[src/rtl/pfg_pkg.sv]
package pfg_pkg;

    localparam int NUM_SOURCES = 3;

    typedef struct packed {
        logic flag;
        logic hold;
    } guard_state_t;

endpackage

[src/rtl/pfg_sync.sv]
module pfg_sync #(
    parameter int WIDTH  = 3,
    parameter int STAGES = 2
) (
    input  logic             clk,
    input  logic             rst_n,
    input  logic [WIDTH-1:0] async_in,
    output logic [WIDTH-1:0] sync_out
);

    logic [WIDTH-1:0] stage_q [STAGES];
    logic [WIDTH-1:0] stage_d [STAGES];

    always_comb begin
        stage_d[0] = async_in;
        for (int s = 1; s < STAGES; s++) begin
            stage_d[s] = stage_q[s-1];
        end
    end

    always_ff @(posedge clk or negedge rst_n) begin
        if (!rst_n) begin
            for (int s = 0; s < STAGES; s++) begin
                stage_q[s] <= '0;
            end
        end else begin
            for (int s = 0; s < STAGES; s++) begin
                stage_q[s] <= stage_d[s];
            end
        end
    end

    assign sync_out = stage_q[STAGES-1];

endmodule

[src/rtl/pfg_src_select.sv]
module pfg_src_select #(
    parameter int NSRC = 3
) (
    input  logic [NSRC-1:0] trip_vec,
    input  logic [NSRC-1:0] enable,
    output logic            active
);

    logic [NSRC-1:0] masked;

    always_comb begin
        masked = trip_vec & enable;
        active = |masked;
    end

endmodule

[src/rtl/pfg_pin_drive.sv]
module pfg_pin_drive #(
    parameter int NUM_PINS = 4,
    localparam int NUM_PAIRS = NUM_PINS / 2
) (
    input  logic                   shut,
    input  logic [2*NUM_PAIRS-1:0] pair_safe,
    input  logic [NUM_PINS-1:0]    pwm_in,
    output logic [NUM_PINS-1:0]    pin_out,
    output logic [NUM_PINS-1:0]    pin_oe
);

    for (genvar i = 0; i < NUM_PINS; i++) begin : g_pin
        localparam int PAIR = i % NUM_PAIRS;
        logic [1:0] code;
        always_comb begin
            code = pair_safe[2*PAIR +: 2];
            if (shut) begin
                pin_oe[i]  = ~code[1];
                pin_out[i] = ~code[1] & code[0];
            end else begin
                pin_oe[i]  = 1'b1;
                pin_out[i] = pwm_in[i];
            end
        end
    end

endmodule

[src/rtl/pwm_fault_guard.sv]
module pwm_fault_guard #(
    parameter int NUM_PINS    = 4,
    parameter int SYNC_STAGES = 2,
    localparam int NUM_PAIRS  = NUM_PINS / 2,
    localparam int NSRC       = pfg_pkg::NUM_SOURCES
) (
    input  logic                   clk,
    input  logic                   rst_n,
    input  logic                   trip_cmp1,
    input  logic                   trip_cmp2,
    input  logic                   fault_n,
    input  logic [NSRC-1:0]        src_sel,
    input  logic [2*NUM_PAIRS-1:0] pair_safe,
    input  logic                   auto_restart,
    input  logic                   period_start,
    input  logic                   flag_wr_en,
    input  logic                   flag_wr_data,
    input  logic [NUM_PINS-1:0]    pwm_in,
    output logic [NUM_PINS-1:0]    pin_out,
    output logic [NUM_PINS-1:0]    pin_oe,
    output logic                   shut_flag
);

    import pfg_pkg::*;

    logic [NSRC-1:0] trip_raw;
    logic [NSRC-1:0] trip_sync;
    logic            raw_active;
    logic            sync_active;
    logic            shut;

    guard_state_t st_d, st_q;

    assign trip_raw = {~fault_n, trip_cmp2, trip_cmp1};

    pfg_sync #(.WIDTH(NSRC), .STAGES(SYNC_STAGES)) u_sync (
        .clk      (clk),
        .rst_n    (rst_n),
        .async_in (trip_raw),
        .sync_out (trip_sync)
    );

    pfg_src_select #(.NSRC(NSRC)) u_sel_raw (
        .trip_vec (trip_raw),
        .enable   (src_sel),
        .active   (raw_active)
    );

    pfg_src_select #(.NSRC(NSRC)) u_sel_sync (
        .trip_vec (trip_sync),
        .enable   (src_sel),
        .active   (sync_active)
    );

    always_comb begin
        st_d = st_q;
        if (sync_active) begin
            st_d.flag = 1'b1;
        end else if (flag_wr_en) begin
            st_d.flag = flag_wr_data;
        end else if (auto_restart) begin
            st_d.flag = 1'b0;
        end
        if (st_d.flag) begin
            st_d.hold = 1'b1;
        end else if (period_start && !st_q.flag) begin
            st_d.hold = 1'b0;
        end
    end

    always_ff @(posedge clk or negedge rst_n) begin
        if (!rst_n) begin
            st_q <= '0;
        end else begin
            st_q <= st_d;
        end
    end

    assign shut      = raw_active | st_q.hold;
    assign shut_flag = st_q.flag;

    pfg_pin_drive #(.NUM_PINS(NUM_PINS)) u_drive (
        .shut      (shut),
        .pair_safe (pair_safe),
        .pwm_in    (pwm_in),
        .pin_out   (pin_out),
        .pin_oe    (pin_oe)
    );

    // an active enabled source shows driven safe levels at the pins
    p_override_r3: assert property (@(posedge clk) disable iff (!rst_n)
        (|(src_sel & {~fault_n, trip_cmp2, trip_cmp1})) |->
            ((pair_safe[1] || pin_out[0] == pair_safe[0]) &&
             (pair_safe[3] || pin_out[1] == pair_safe[2])));

    // tri-state codes drop the enables of their pair
    p_tristate_r4: assert property (@(posedge clk) disable iff (!rst_n)
        (|(src_sel & {~fault_n, trip_cmp2, trip_cmp1})) |->
            (pin_oe[0] == !pair_safe[1] && pin_oe[1] == !pair_safe[3]));

    // synchronized fault sets the flag on the next edge
    p_flag_set_r5: assert property (@(posedge clk) disable iff (!rst_n)
        sync_active |=> shut_flag);

    // clearing write is ignored while the fault persists
    p_wr_block_r7: assert property (@(posedge clk) disable iff (!rst_n)
        (sync_active && flag_wr_en && !flag_wr_data) |=> shut_flag);

    // pins stay safe while the flag is set
    p_hold_r8: assert property (@(posedge clk) disable iff (!rst_n)
        shut_flag |-> (pin_oe[0] == !pair_safe[1] && pin_oe[1] == !pair_safe[3]));

    // release of the hold only follows a period strobe with the flag clear
    p_release_r8: assert property (@(posedge clk) disable iff (!rst_n)
        $fell(st_q.hold) |-> ($past(period_start) && !$past(shut_flag)));

endmodule

[config.mk]
export PLATFORM = sky130hd
export DESIGN_NAME = pwm_fault_guard
export DESIGN_NICKNAME = d
export VERILOG_FILES = /design/src/rtl/pfg_pkg.sv /design/src/rtl/pfg_sync.sv /design/src/rtl/pfg_src_select.sv /design/src/rtl/pfg_pin_drive.sv /design/src/rtl/pwm_fault_guard.sv
export SDC_FILE = /design/constraint.sdc
export NUM_CORES = 1
export LEC_CHECK = 0
export ABC_AREA = 1
export BUFFER_PORTS_ARGS = -buffer_cell sky130_fd_sc_hd__buf_2
export CAP_MARGIN = 20
export CORE_AREA = 4 4 41 43
export CTS_CLUSTER_DIAMETER = 120
export CTS_CLUSTER_SIZE = 16
export DETAILED_ROUTE_END_ITERATION = 8
export DIE_AREA = 0 0 45 47
export SYNTH_ARGS = -nofsm -noshare
export SYNTH_HDL_FRONTEND = slang
export SYNTH_HIERARCHICAL = 1
export SYNTH_SLANG_ARGS = --single-unit
[constraint.sdc]
create_clock -name clk -period 1.65 [get_ports clk]
set_clock_uncertainty 0.15 [all_clocks]
set_input_delay 0.2475 -clock clk [delete_from_list [all_inputs] [get_ports clk]]
set_output_delay 0.2475 -clock clk [all_outputs]
set_load 0.005 [all_outputs]
Yosys cells after proc, flatten, opt, wreduce, memory -nomap -nowiden:

Cells that the tools add are included.

* memory bits (writable): 0
* bits in registers: 8
* latch bits: 0
* word-level logic and storage cells: 28
* memories kept: 0
* bits in read-only memories: 0
* output and inout bits: 9

* divide/modulo/power cells: 0
* multipliers: 0
* multiplexer cells: 11
* reduce and logical (&&, ||, !) cells: 5
* bitwise gates (word level): 8
* add/subtract/negate cells: 0
* $lt $le $gt $ge: 0
* shift operators: 0
* eq/ne operators: 0

Operator list (count)
* $mux W1: 11
* $and A3 B3 Y3: 2
* $reduce_or A3 Y1: 2
* $not A1 Y1: 3
* $and A1 B1 Y1: 2
* $reduce_bool A2 Y1: 1
* $logic_and A1 B1 Y1: 1
* $logic_not A1 Y1: 1
* $or A1 B1 Y1: 1

Logic depth before layout (Yosys ltp):

* depth after elaboration: 5
* mapped depth: 7

By module:

The synthesis kept the hierarchy.

By module, submodules not included
* pfg_sync: area each 150.1 µm², sequential area each 150.1 µm², cells an instance 6, instances 1
* pwm_fault_guard: area each 111.4 µm², sequential area each 50.0 µm², cells an instance 13, instances 1
* pfg_pin_drive: area each 73.8 µm², sequential area each 0.0 µm², cells an instance 17, instances 1
* pfg_src_select: area each 16.3 µm², sequential area each 0.0 µm², cells an instance 4, instances 2

Worst setup path before layout:

No wires, ideal clock.

* kind: input-to-output
* start: in fault_n
* end: out pin_oe[2]
* arrival time: 849 ps
* stages: 6
* path slack: 404 ps
* cell sequence: inv_1 > nand2_1 > nand3_1 > or2_1 > nand2_1 > buf_4

* cells in the longest elaborated chain, start to end: 5

Ends and longest elaborated chain
* start, declared: line pwm_fault_guard.sv:11 `input logic fault_n,`
* $not A1 Y1: line pwm_fault_guard.sv:34 `assign trip_raw = {~fault_n, trip_cmp2, trip_cmp1};`
* $and A3 B3 Y3: line pfg_src_select.sv:12 `masked = trip_vec & enable;`
* $reduce_or A3 Y1: line pfg_src_select.sv:13 `active = |masked;`
* named net raw_active: line pwm_fault_guard.sv:28 `logic raw_active;`
* $or A1 B1 Y1: line pwm_fault_guard.sv:79 `assign shut = raw_active | st_q.hold;`
* named net shut: line pwm_fault_guard.sv:30 `logic shut;`
* $mux W1
* end, declared: line pwm_fault_guard.sv:20 `output logic [NUM_PINS-1:0] pin_oe,`

The timed path passes the listed nets, and every way through them passes these cells.

Worst setup path after layout:

* start: reg st_q[0] in the netlist's numbering
* end: out pin_out[3]

* cells in the longest elaborated chain, start to end: 2

Ends and longest elaborated chain
* start, declared: line pwm_fault_guard.sv:32 `guard_state_t st_d, st_q;`
* start signal, assigned: line pwm_fault_guard.sv:75 `st_q <= st_d;`
* $or A1 B1 Y1: line pwm_fault_guard.sv:79
* named net shut: line pwm_fault_guard.sv:30
* $mux W1: line pfg_pin_drive.sv:17 `if (shut) begin`
* end, declared: line pwm_fault_guard.sv:19 `output logic [NUM_PINS-1:0] pin_out,`

The timed path passes the listed nets, and every way through them passes these cells.

==> results.json <==
{
  "seq_area_um2": 200,
  "cts_buffers": 3,
  "max-vdd-ir-drop_mv": 0.492,
  "setup_ws_ns": 0.0858,
  "drc": 0,
  "cts_tree": "yes",
  "critPathMaxFanout": 5,
  "internal_power_uw": 332,
  "diodes": 0,
  "gp_congestion": 0.711,
  "synth_top_area_cell": "dfrtp_1",
  "drt_pass1_iterations": 4,
  "sw_frac_of_total_pct": 23.6,
  "cts.sinks": 8,
  "synth_fp_nets": 64,
  "drv_cap": 0,
  "synth_mux_area_share_pct": 0,
  "vias": 383,
  "synthCells": 44,
  "fin_nets": 99,
  "wl_um": 876,
  "start_util_pct": 28.3,
  "cts.clk_slew.worst_paths_ns": 0.05,
  "clockBufferDepth": 2,
  "cp-start-kind": "flip-flop",
  "antenna_found_initial": 0,
  "synth_compound_area_share_pct": 2.38,
  "seqPwrFrac_pct": 48.7,
  "slew_violations": 0,
  "io_buffer_count": 28,
  "crit_buf_inv": 2,
  "whs_ns": 0.0662,
  "postPlaceCellArea_um2": 512,
  "synth_top_family_by_area": "simple AND/OR/NAND/NOR gates",
  "critical_path.endpoint_type": "output pin",
  "synth_cell_types": 9,
  "postCtsSetupRepairBufs": 0,
  "first_global_vias": 350,
  "timing.critical_path.mode_cell": "nand2_1",
  "synth-simple-area-share_pct": 32.0,
  "yosysWarnings": 6,
  "crit_family": "flip-flops",
  "cp_data_required_time_ns": 1.25,
  "dieArea_um2": 2120,
  "crit_path_cell_trace": "or2_4, inv_2, nand2_1, nand2_1, buf_2",
  "cp.arrival_ns": 1.17,
  "finalHoldViolCount": 0,
  "critical_path_class": "flip-flop to output pin",
  "synth_xor_area_share_pct": 0,
  "final_cell_mix": "buf_2, nand2_1, dfrtp_1",
  "p_total_uw": 434,
  "synth-adder-area-share_pct": 0,
  "hold_path.class": "primary input to flip-flop",
  "combinationalPowerShare_pct": 17.9,
  "dieHeight_um": 47,
  "fin_setup_tns_ns": 0,
  "routed_via_density": 4.16,
  "slowest_delay_ns": 0.38,
  "drtIter0Drc": 8,
  "setup_viol": 0,
  "layout_commonest_cell": "buf_2",
  "fin_crit_ns": 1.56,
  "clock_latency_ns": 0.25,
  "dieWidth_um": 45,
  "syn_to_final_growth_pct": 56.8,
  "synthesis.area_um2": 368,
  "p_per_area_nw_per_um2": 753,
  "yosysSeqAreaShare_pct": 54.4,
  "wire_per_inst_um": 9.52,
  "synth_top_area_share_pct": 54.4,
  "tightest_slew_ns": 0.188,
  "htree_levels": 1,
  "pwr-share-clk_pct": 33.5,
  "antenna_left": 0,
  "drive_above_1_share_pct": 46.8,
  "track_usage_pct": 8.87,
  "root_buffer": "clkbuf_4",
  "netlist_top_cells_area": "dfrtp_1, nand2_1, inv_1",
  "rows": 13,
  "grt_pass1_wl_mm": 1.33,
  "grt-ovfl-total": 0,
  "p_switching_uw": 103,
  "slowest_stage": "dfrtp_1",
  "syn_avg_cell_area_um2": 8.36,
  "grt_setup_unrepaired": "false",
  "dp_slack_ns": 0.185,
  "core_area_um2": 1300,
  "ys_ff_latch": 8,
  "nFillCells": 137,
  "ios": 29,
  "relSlewSlack_pct": 87.5,
  "hpwl_um": 730,
  "status": "complete, no violations",
  "final.period_utilization_pct": 94.8,
  "final_cell_area_um2": 577,
  "leakage_uw": 0.000349,
  "multi_input_comb_area_um2": 129,
  "max_freq_mhz": 639,
  "grt_max_degree": 9
}
==> what timing repair did <==
item	CTS	global route
setup endpoints to repair	0	4
hold buffers	4	0
gates resized for setup	0	1
hold endpoints to repair	11	0
==> worst paths after layout <==
| check | from | endpoint | slack [ns] | depth (start not counted) |
|---|---|---|---|---|
| max | st_q[0] | pin_out[3] | 0.09 | 5 |
| min | flag_wr_data | st_q[0] | 0.07 | 3 |
| max reg2reg | u_sync/sync_out[1] | st_q[0] | 0.65 | 4 |
| min reg2reg | u_sync/stage_d[1] | u_sync/sync_out[1] | 0.20 | 0 |
| max in group asynchronous | rst_n | u_sync/sync_out[0] | 0.97 | 2 |
| min in group asynchronous | rst_n | u_sync/sync_out[1] | 0.22 | 2 |
==> sequential cells by signal (all words and copies together) (netlist names) <==
name / count
u_sync/sync_out: 3
u_sync/stage_d: 3
st_q: 1
shut_flag: 1
==> cells by family after synthesis <==
family / after synthesis
and+or+nand+nor: 26
AOI/OAI and AO/OA: 1
buffers and inverters: 9
DFF: 8
==> worst register-to-register path, delay by kind of cell, from the launching register on <==
family / cells / cell delay [ns]
AO/OA/AOI/OAI: 1 / 0.15
flip-flops: 1 / 0.36
AND/OR/NAND/NOR: 3 / 0.22
==> per-stage QoR <==
| stage | util (%) | cells |
|---|---|---|
| floorplan | - | 44 |
| global placement | 39.3 | 85 |
| detailed placement | 39.3 | 85 |
| CTS | 44.1 | 92 |
| global route | 44.3 | 92 |
| finish | 44.3 | 92 |
==> final cells by class <==
type                    count  area share (%)
well taps                  15            3.25
clock buffers               3            3.90
inverters                   7            4.56
repair buffers             32            31.2
multi-input cells          27            22.3
flip-flops and latches      8            34.7
==> power groups by stage <==
stage	registers [µW]	logic, µW	clock network (µW)
2_1_floorplan	214	29.7	0
3_3_place_gp	215	70.2	0
3_5_place_dp	215	71.0	0
4_1_cts	211	78.2	152
5_1_grt	212	88.8	164
6_report	211	77.5	145
==> cells in the mapped netlist (all sizes together) <==
cell type and n:
or2 1, nand3 6, dfrtp 8, a21oi 1
buf 2, inv 7, nand2 19
==> layer usage <==
layer / routed length [µm] / track usage [%] / vias to the layer above / part of all wire, %
met3: 101 / 4.60 / 0 / 12
met4: 0 / 1.75 / 0 / 0
met2: 417 / 14.4 / 19 / 48
met1: 357 / 10.6 / 168 / 41
met5: 0 / 0 / - / 0
li1: - / - / 196 / -
(Power assumes the default switching activity.)
